`config.mk`:
```
export PLATFORM = sky130hd
export DESIGN_NAME = dual_stack_ptr
export DESIGN_NICKNAME = d
export VERILOG_FILES = /design/src/rtl/dual_stack_ptr.sv
export SDC_FILE = /design/constraint.sdc
export NUM_CORES = 1
export LEC_CHECK = 0
export ABC_AREA = 1
export BUFFER_PORTS_ARGS = -buffer_cell sky130_fd_sc_hd__buf_2
export CAP_MARGIN = 20
export CORE_UTILIZATION = 57
export DETAILED_ROUTE_END_ITERATION = 6
export PLACE_DENSITY = 0.92
export SYNTH_ARGS = -nofsm -noshare
export SYNTH_HDL_FRONTEND = slang
export SYNTH_SLANG_ARGS = --single-unit
```
`constraint.sdc`:
```
create_clock -name clk -period 1.9 [get_ports clk]
set_input_delay 0.095 -clock clk [delete_from_list [all_inputs] [get_ports clk]]
set_output_delay 0.095 -clock clk [all_outputs]
set_load 0.05 [all_outputs]
```
`src/rtl/dual_stack_ptr.sv`:
```
module dual_stack_ptr #(
  parameter int MINW = 5
) (
  input  logic                   clk,
  input  logic                   rst_n,
  input  logic                   cfg_we,
  input  logic [2*(MINW+3)-1:0]  cfg_wdata,
  input  logic                   ps_push,
  input  logic                   ps_pop,
  input  logic [2:0]             ps_sel,
  output logic [MINW+2:0]        ps_addr,
  output logic                   ps_unf,
  output logic                   ps_ovf,
  input  logic                   rs_push,
  input  logic                   rs_pop,
  input  logic [2:0]             rs_sel,
  output logic [MINW+2:0]        rs_addr,
  output logic                   rs_unf,
  output logic                   rs_ovf
);
  localparam int AW   = MINW + 3;
  localparam int SLOT = MINW + 3;
  localparam int CW   = 2 * SLOT;

  logic [CW-1:0]        cfg_q;
  logic [1:0]           push_v, pop_v, ovf_v, unf_v;
  logic [1:0][2:0]      sel_v;
  logic [1:0][AW-1:0]   addr_v;

  assign push_v = {rs_push, ps_push};
  assign pop_v  = {rs_pop, ps_pop};
  assign sel_v  = {rs_sel, ps_sel};

  always_ff @(posedge clk or negedge rst_n)
    if (!rst_n)      cfg_q <= '0;
    else if (cfg_we) cfg_q <= cfg_wdata;

  for (genvar s = 0; s < 2; s++) begin : g_stk
    logic [1:0]      code;
    logic [MINW-1:0] lim, new_lim;
    logic            new_start;
    logic [AW-1:0]   mask, base, init, ptr_q;
    logic [AW+2:0]   shifted;
    logic            ovf_q, unf_q, up, dn;

    assign code      = cfg_q[s*SLOT+1 +: 2];
    assign lim       = cfg_q[s*SLOT+3 +: MINW];
    assign new_start = cfg_wdata[s*SLOT];
    assign new_lim   = cfg_wdata[s*SLOT+3 +: MINW];
    assign init      = new_start ? '0 : AW'(new_lim);
    assign mask      = {AW{1'b1}} >> (2'd3 - code);
    assign shifted   = {{AW{1'b0}}, sel_v[s]} << (MINW + int'(code));
    assign base      = shifted[AW-1:0];
    assign up        = push_v[s] & ~pop_v[s];
    assign dn        = pop_v[s] & ~push_v[s];

    always_ff @(posedge clk or negedge rst_n)
      if (!rst_n) begin
        ptr_q <= '0;
        ovf_q <= 1'b0;
        unf_q <= 1'b0;
      end else if (cfg_we) begin
        ptr_q <= init;
        ovf_q <= 1'b0;
        unf_q <= 1'b0;
      end else if (up) begin
        ptr_q <= (ptr_q + 1'b1) & mask;
        if (ptr_q == mask) ovf_q <= 1'b1;
      end else if (dn) begin
        ptr_q <= (ptr_q - 1'b1) & mask;
        if (ptr_q <= AW'(lim)) unf_q <= 1'b1;
      end

    assign addr_v[s] = base | (ptr_q & mask);
    assign ovf_v[s]  = ovf_q;
    assign unf_v[s]  = unf_q;
  end

  assign ps_addr = addr_v[0];
  assign rs_addr = addr_v[1];
  assign ps_ovf  = ovf_v[0];
  assign rs_ovf  = ovf_v[1];
  assign ps_unf  = unf_v[0];
  assign rs_unf  = unf_v[1];
endmodule

```
==> results of run 1 <==
[power groups by stage]
stage,Sequential (mW),Combinational (mW),Clock [mW]
4_1_cts,0.977,1.64,0.679
3_5_place_dp,0.995,1.61,0
3_3_place_gp,0.986,1.56,0
2_1_floorplan,0.964,1.29,0
5_1_grt,0.996,1.89,0.711
6_report,0.979,1.67,0.674
[cell families (layout without fill, tap and decap cells)]
group	count (synthesis)	count (layout)	synth area share [%]
buf+inv	86	136	12.62
simple gates	186	186	30.23
compound gates	55	55	11.41
fa+ha+maj	32	32	14.80
xor+xnor	2	2	0.6243
flops	34	34	30.32
[worst min-delay path: stages]
cell     delay, ns
buf_2         0.08
nand2_1       0.04
o21ai_0       0.05
[routing by layer]
metal  global-route usage, %  vias to the layer above  share of wire [%]
li1                        -                     1356                  -
met1                   30.82                     1280                 42
met2                   49.22                       86                 52
met3                   5.139                        9                4.6
met4                   9.368                        0                1.1
met5                       0                        -                  0
[final cells by class]
type                    count  area (sq um)  share of cell area (%)
multi-input cells         275          1617                   49.71
flip-flops and latches     34         850.8                   26.16
repair buffers             55         312.8                   9.619
inverters                  73         281.5                   8.657
well taps                  67         83.83                   2.578
clock buffers               7         76.32                   2.347
clock inverters             1         30.03                  0.9234
[cells in the final DEF (no fill, tap or decap), types with 15 or more instances in the layout]
cell type and instances:
a21oi_1 15, buf_2 44, dfrtp_1 34, ha_1 30, inv_1 67, nand2_1 104
nand3_1 24, nor2_1 25, o21ai_0 21
[registers in the layout, indices dropped and copies added, names as in the netlist]
register and count:
ps_ovf 1, rs_unf 1, g_stk.ptr_q 16, rs_ovf 1, ps_unf 1, cfg_q 14
[final timing paths]
kind,from,to,slack (ns)
worst max-delay path,cfg_q[1],ps_addr[7],0.07
worst max register to register,cfg_q[1],ps_ovf,0.28
worst min register to register,cfg_q[11],cfg_q[11],0.49
max in group asynchronous,rst_n,cfg_q[2],0.99
worst min-delay path,cfg_wdata[2],cfg_q[2],0.008
min in group asynchronous,rst_n,cfg_q[12],0.41
[repair_timing]
item                                    4_1_cts  5_1_grt
buffers inserted                              2        3
endpoints found under the setup margin        4        6
hold buffers                                  1        0
hold endpoints to repair                     34        0
gates resized for setup                       2        9
==> results.sh, run 1 <==
export IMPL_avgViaCountPerCell=5.334
export IMPL_status="complete, no violations"
export IMPL_yosysUniqueCellTypes=37
export IMPL_drive_above_1_share_pct=19.78
export IMPL_setup_ws_ns=0.06544
export IMPL_gp_congestion=0.8854
export IMPL_ys_warnings_count=0
export IMPL_syn_instance_count=395
export IMPL_yosys_top_cells_count="104 x nand2_1, 69 x inv_1, 34 x dfrtp_1"
export IMPL_hpwl_mm=4.838
export IMPL_first_iter_violations=191
export IMPL_worst_ep_required_time_ns=1.80
export IMPL_postLayoutCoreUtil_pct=68.85
export IMPL_pwr_density_cell_nw_per_um2=1022
export IMPL_ctsLongestPathBuffers=2
export IMPL_worst_slew_pin_slew_ns=0.7767
export IMPL_crit_chain="buf_4 > ha_1 > inv_1 > nor2_1 > a211oi_2 > buf_2"
export IMPL_total_power_mw=3.323
export IMPL_nNetsFinal=505
export IMPL_postRouteAntennaNets=0
export IMPL_setup_viol=0
export IMPL_synth_top_area_share_pct=30.32
export IMPL_ys_top_cells_by_area="dfrtp_1 30%, nand2_1 14%, ha_1 13%, inv_1 9.2%, nand3_1 4.3%"
export IMPL_dieArea_sq_um=5209
export IMPL_period_minus_slack_ns=1.835
export IMPL_antenna_found_initial=0
export IMPL_power_frac_seq_pct=29.5
export IMPL_n_antenna_cell=0
export IMPL_clkLatencyLatePin_ns=0.30
export IMPL_cp_start_kind="flip-flop"
export IMPL_hold_path_class="primary input to flip-flop"
export IMPL_grt_pass1_wl_mm=10.76
export IMPL_crit_type="flip-flop to primary output"
export IMPL_yosys_most_used_dff="dfrtp_1"
export IMPL_wirelength_mm=6.411
export IMPL_synth_nets=456
export IMPL_synth_edf_count=0
export IMPL_hold_path_depth=3
export IMPL_whs_ns=0.008076
export IMPL_fp_coreArea_sq_um=4723
export IMPL_num_rows=25
export IMPL_grt_pass1_vias=2546
export IMPL_worstPathMaxFanout=5
export IMPL_setup_tns_final_ns=0
export IMPL_area_delta_synth_final_pct=15.87
export IMPL_syn_area_sq_um=2806
export IMPL_cts_sinks=34
export IMPL_max_vdd_ir_drop_mv=0.6799
export IMPL_clockRootBuffer="clkbuf_8"
export IMPL_fp_dieW_microns=72.17
export IMPL_worst_path_buf_inv=3
export IMPL_cp_top_family="buffers and inverters"
export IMPL_p_leak_nw=1.832
export IMPL_p_clk_share_pct=20.3
export IMPL_io_buffer_count=48
export IMPL_post_route_period_util_pct=96.56
export IMPL_intPower_mw=1.809
export IMPL_cts_buffers=5
export IMPL_first_pass_iters=5
export IMPL_synth_seq_cells=34
export IMPL_placed_cells=498
export IMPL_clock_skew_ns=0.008642
export IMPL_async_flop_share_pct=100.0
export IMPL_synth_avg_cell_area_sq_um=7.105
export IMPL_ioPinCount=49
export IMPL_fill_cells=389
export IMPL_drc_errors=0
export IMPL_worst_path_stages=6
export IMPL_route_vias_total=2731
export IMPL_slew_violations=0
export IMPL_r2r_cells=7
export IMPL_maxCapViolCount=0
export IMPL_grt_max_degree=35
export IMPL_p_sw_mw=1.514
export IMPL_dpl_cell_area_sq_um=3075
export IMPL_fmax_mhz=545.1
export IMPL_p_comb_share_pct=50.2
export IMPL_max_slew_margin_pct=48.22
export IMPL_track_usage_pct=26.76
export IMPL_pre_cts_ws_ns=0.2146
export IMPL_yosysMostFrequentCell="nand2_1"
export IMPL_synth_top_cell_by_area="dfrtp_1"
export IMPL_arrival_ns=1.74
export IMPL_cts_tree="done"
export IMPL_instances_no_fill=512
export IMPL_finalInstanceArea_sq_um=3252
export IMPL_max_stage_delay_ns=0.41
export IMPL_netSwitchingFraction_pct=45.57
export IMPL_initial_core_util_pct=59.42
export IMPL_path_clk_slew_ns=0.07
export IMPL_die_h_microns=72.17
export IMPL_gr_total_overflow=0
export IMPL_hold_violations=0
export IMPL_ys_seq_area_share_pct=30.32
export IMPL_wl_per_cell_microns=12.52
export IMPL_h_tree_depth=2
export IMPL_cp_end_kind="primary output"
export IMPL_cp_slowest_cell="dfrtp_1"
Note: power is estimated with default switching activity, not from simulation.
==> inputs of run 2 (changes only) <==
Settings changed: PLACE_DENSITY 0.92 to 0.91.
==> run 2 against run 1 <==
Against the previous run:
- sequential power barely moved
- power up 5.4%
- first-iteration DRC count shrank 19%
- clock power grew 22%
- global-route usage increased by 0.59 points
- combinational power hardly changed
- wire length grew 4.1%
==> results.sh, run 2 (synthesis results as in run 1) <==
export IMPL_cp_start_kind="flip-flop"
export IMPL_first_pass_iters=4
export IMPL_p_sw_mw=1.551
export IMPL_cts_tree="done"
export IMPL_hpwl_mm=4.943
export IMPL_grt_pass1_vias=2603
export IMPL_dieArea_sq_um=5209
export IMPL_p_comb_share_pct=48.6
export IMPL_nNetsFinal=506
export IMPL_die_h_microns=72.17
export IMPL_crit_start="cfg_q[2]"
export IMPL_p_clk_share_pct=23.5
export IMPL_layout_commonest_cell="nand2_1"
export IMPL_grt_pass1_wl_mm=11.05
export IMPL_num_rows=25
export IMPL_largest_register_ffs=16
export IMPL_most_common_layout_cells="104 x nand2_1, 67 x inv_1, 44 x buf_2, 34 x dfrtp_1, 29 x ha_1"
export IMPL_rrSetupSlack_ns=0.26
export IMPL_instances_no_fill=513
export IMPL_max_slew_margin_pct=47.67
export IMPL_pwr_density_cell_nw_per_um2=1061
export IMPL_placed_cells=498
export IMPL_rsz0062_at_grt="yes"
export IMPL_clock_skew_ns=0.007447
export IMPL_area_delta_synth_final_pct=17.61
export IMPL_worst_ep_required_time_ns=1.80
export IMPL_initial_core_util_pct=59.42
export IMPL_setup_ws_ns=0.06397
export IMPL_wl_per_cell_microns=13.02
export IMPL_first_iter_violations=154
export IMPL_drc_errors=0
export IMPL_intPower_mw=1.952
export IMPL_postRouteAntennaNets=0
export IMPL_netSwitchingFraction_pct=44.28
export IMPL_cp_end_kind="primary output"
export IMPL_maxCapViolCount=0
export IMPL_top_regs="g_stk.ptr_q (16), cfg_q (14)"
export IMPL_fmax_mhz=544.7
export IMPL_drive_above_1_share_pct=21.08
export IMPL_arrival_ns=1.74
export IMPL_setup_viol=0
export IMPL_io_buffer_count=48
export IMPL_r2r_start="cfg_q[1]"
export IMPL_hold_path_class="primary input to flip-flop"
export IMPL_gp_congestion=0.8726
export IMPL_top_register="g_stk.ptr_q"
export IMPL_gr_total_overflow=0
export IMPL_crit_type="flip-flop to primary output"
export IMPL_p_leak_nw=1.852
export IMPL_clockRootBuffer="clkbuf_8"
export IMPL_period_minus_slack_ns=1.836
export IMPL_avgViaCountPerCell=5.302
export IMPL_status="complete, no violations"
export IMPL_h_tree_depth=2
export IMPL_r2r_cells=7
export IMPL_path_clk_slew_ns=0.08
export IMPL_hold_path_depth=3
export IMPL_n_antenna_cell=0
export IMPL_hold_violations=0
export IMPL_antenna_found_initial=0
export IMPL_clkLatencyLatePin_ns=0.29
export IMPL_wirelength_mm=6.677
export IMPL_fp_coreArea_sq_um=4723
export IMPL_setup_tns_final_ns=0
export IMPL_pre_cts_ws_ns=0.1545
export IMPL_cts_buffers=5
export IMPL_ioPinCount=49
export IMPL_grt_max_degree=35
export IMPL_power_frac_seq_pct=28.0
export IMPL_track_usage_pct=27.35
export IMPL_max_vdd_ir_drop_mv=0.6299
export IMPL_rr_endpoint="ps_ovf"
export IMPL_ctsLongestPathBuffers=2
export IMPL_route_vias_total=2720
export IMPL_whs_ns=0.005958
export IMPL_fp_dieW_microns=72.17
export IMPL_cts_sinks=34
export IMPL_endpoint="ps_addr[7]"
export IMPL_slew_violations=0
export IMPL_worst_slew_pin_slew_ns=0.7850
export IMPL_post_route_period_util_pct=96.63
export IMPL_worstPathMaxFanout=3
-- run 2: changes by cell type in the layout (fill, tap and decap cells not counted) --
cell,change
ha_2,+1
clkbuf_1,-2
o21ai_1,+1
bufinv_16,+1
ha_1,-1
clkbuf_4,-1
o21ai_0,-1
a21oi_1,-2
a21oi_2,+2
buf_4,+2
clkinv_4,+1
-- run 2: layer usage --
metal,vias to the layer above,track usage [%],wire length (microns)
met2,73,50.05,3409
met4,0,13.73,184
met1,1273,30.35,2823
met3,16,4.722,259
met5,-,0,0
li1,1358,-,-
-- run 2: cell type report --
class,count,area (sq um)
inverter,73,281.5
multi-input combinational,275,1627
tap,67,83.83
timing repair buffer,56,320.3
clock buffer,5,68.82
sequential,34,850.8
clock inverter,3,68.82
fill,372,1423
-- run 2: power groups by stage --
| stage | Sequential [mW] | Clock, mW | Combinational (mW) |
|---|---|---|---|
| floorplan | 0.964 | 0 | 1.29 |
| global placement | 0.986 | 0 | 1.56 |
| detailed placement | 0.993 | 0 | 1.62 |
| CTS | 0.976 | 0.827 | 1.67 |
| global route | 0.990 | 0.850 | 1.91 |
| finish | 0.979 | 0.822 | 1.70 |
-- run 2: worst min-delay path by stage --
| stage | startpoint | to | slack (ns) |
|---|---|---|---|
| global placement | rst_n | cfg_q[12] | 0.21 |
| global route | cfg_wdata[11] | cfg_q[11] | 0.03 |
| detailed placement | rst_n | g_stk[1].ptr_q[3] | 0.22 |
| floorplan | rst_n | cfg_q[10] | -0.20 |
| CTS | cfg_wdata[10] | cfg_q[10] | 0.004 |
| finish | cfg_wdata[10] | cfg_q[10] | 0.006 |
-- run 2: worst max-delay path, stage by stage (launching register included) --
cell      delay [ns]
dfrtp_1         0.40
inv_1           0.07
ha_1            0.30
nor2_2          0.05
inv_1           0.12
a21oi_2         0.06
a211oi_2        0.15
buf_2           0.29
-- run 2: timing repair --
item	CTS	global route
resized for setup	6	10
buffers inserted	5	1
pin swaps	0	1
endpoints found under the hold margin	34	0
hold buffers	1	0
setup endpoints to repair	6	6
-- run 2: through the flow --
step           utilization [%]  cell area (sq um)  power [mW]
6_report                 69.88               3301       3.503
5_1_grt                  69.88               3301       3.750
4_1_cts                  69.27               3272       3.474
3_5_place_dp             65.11               3075       2.614
3_3_place_gp             65.11               3075       2.543
2_1_floorplan                -               2816       2.253
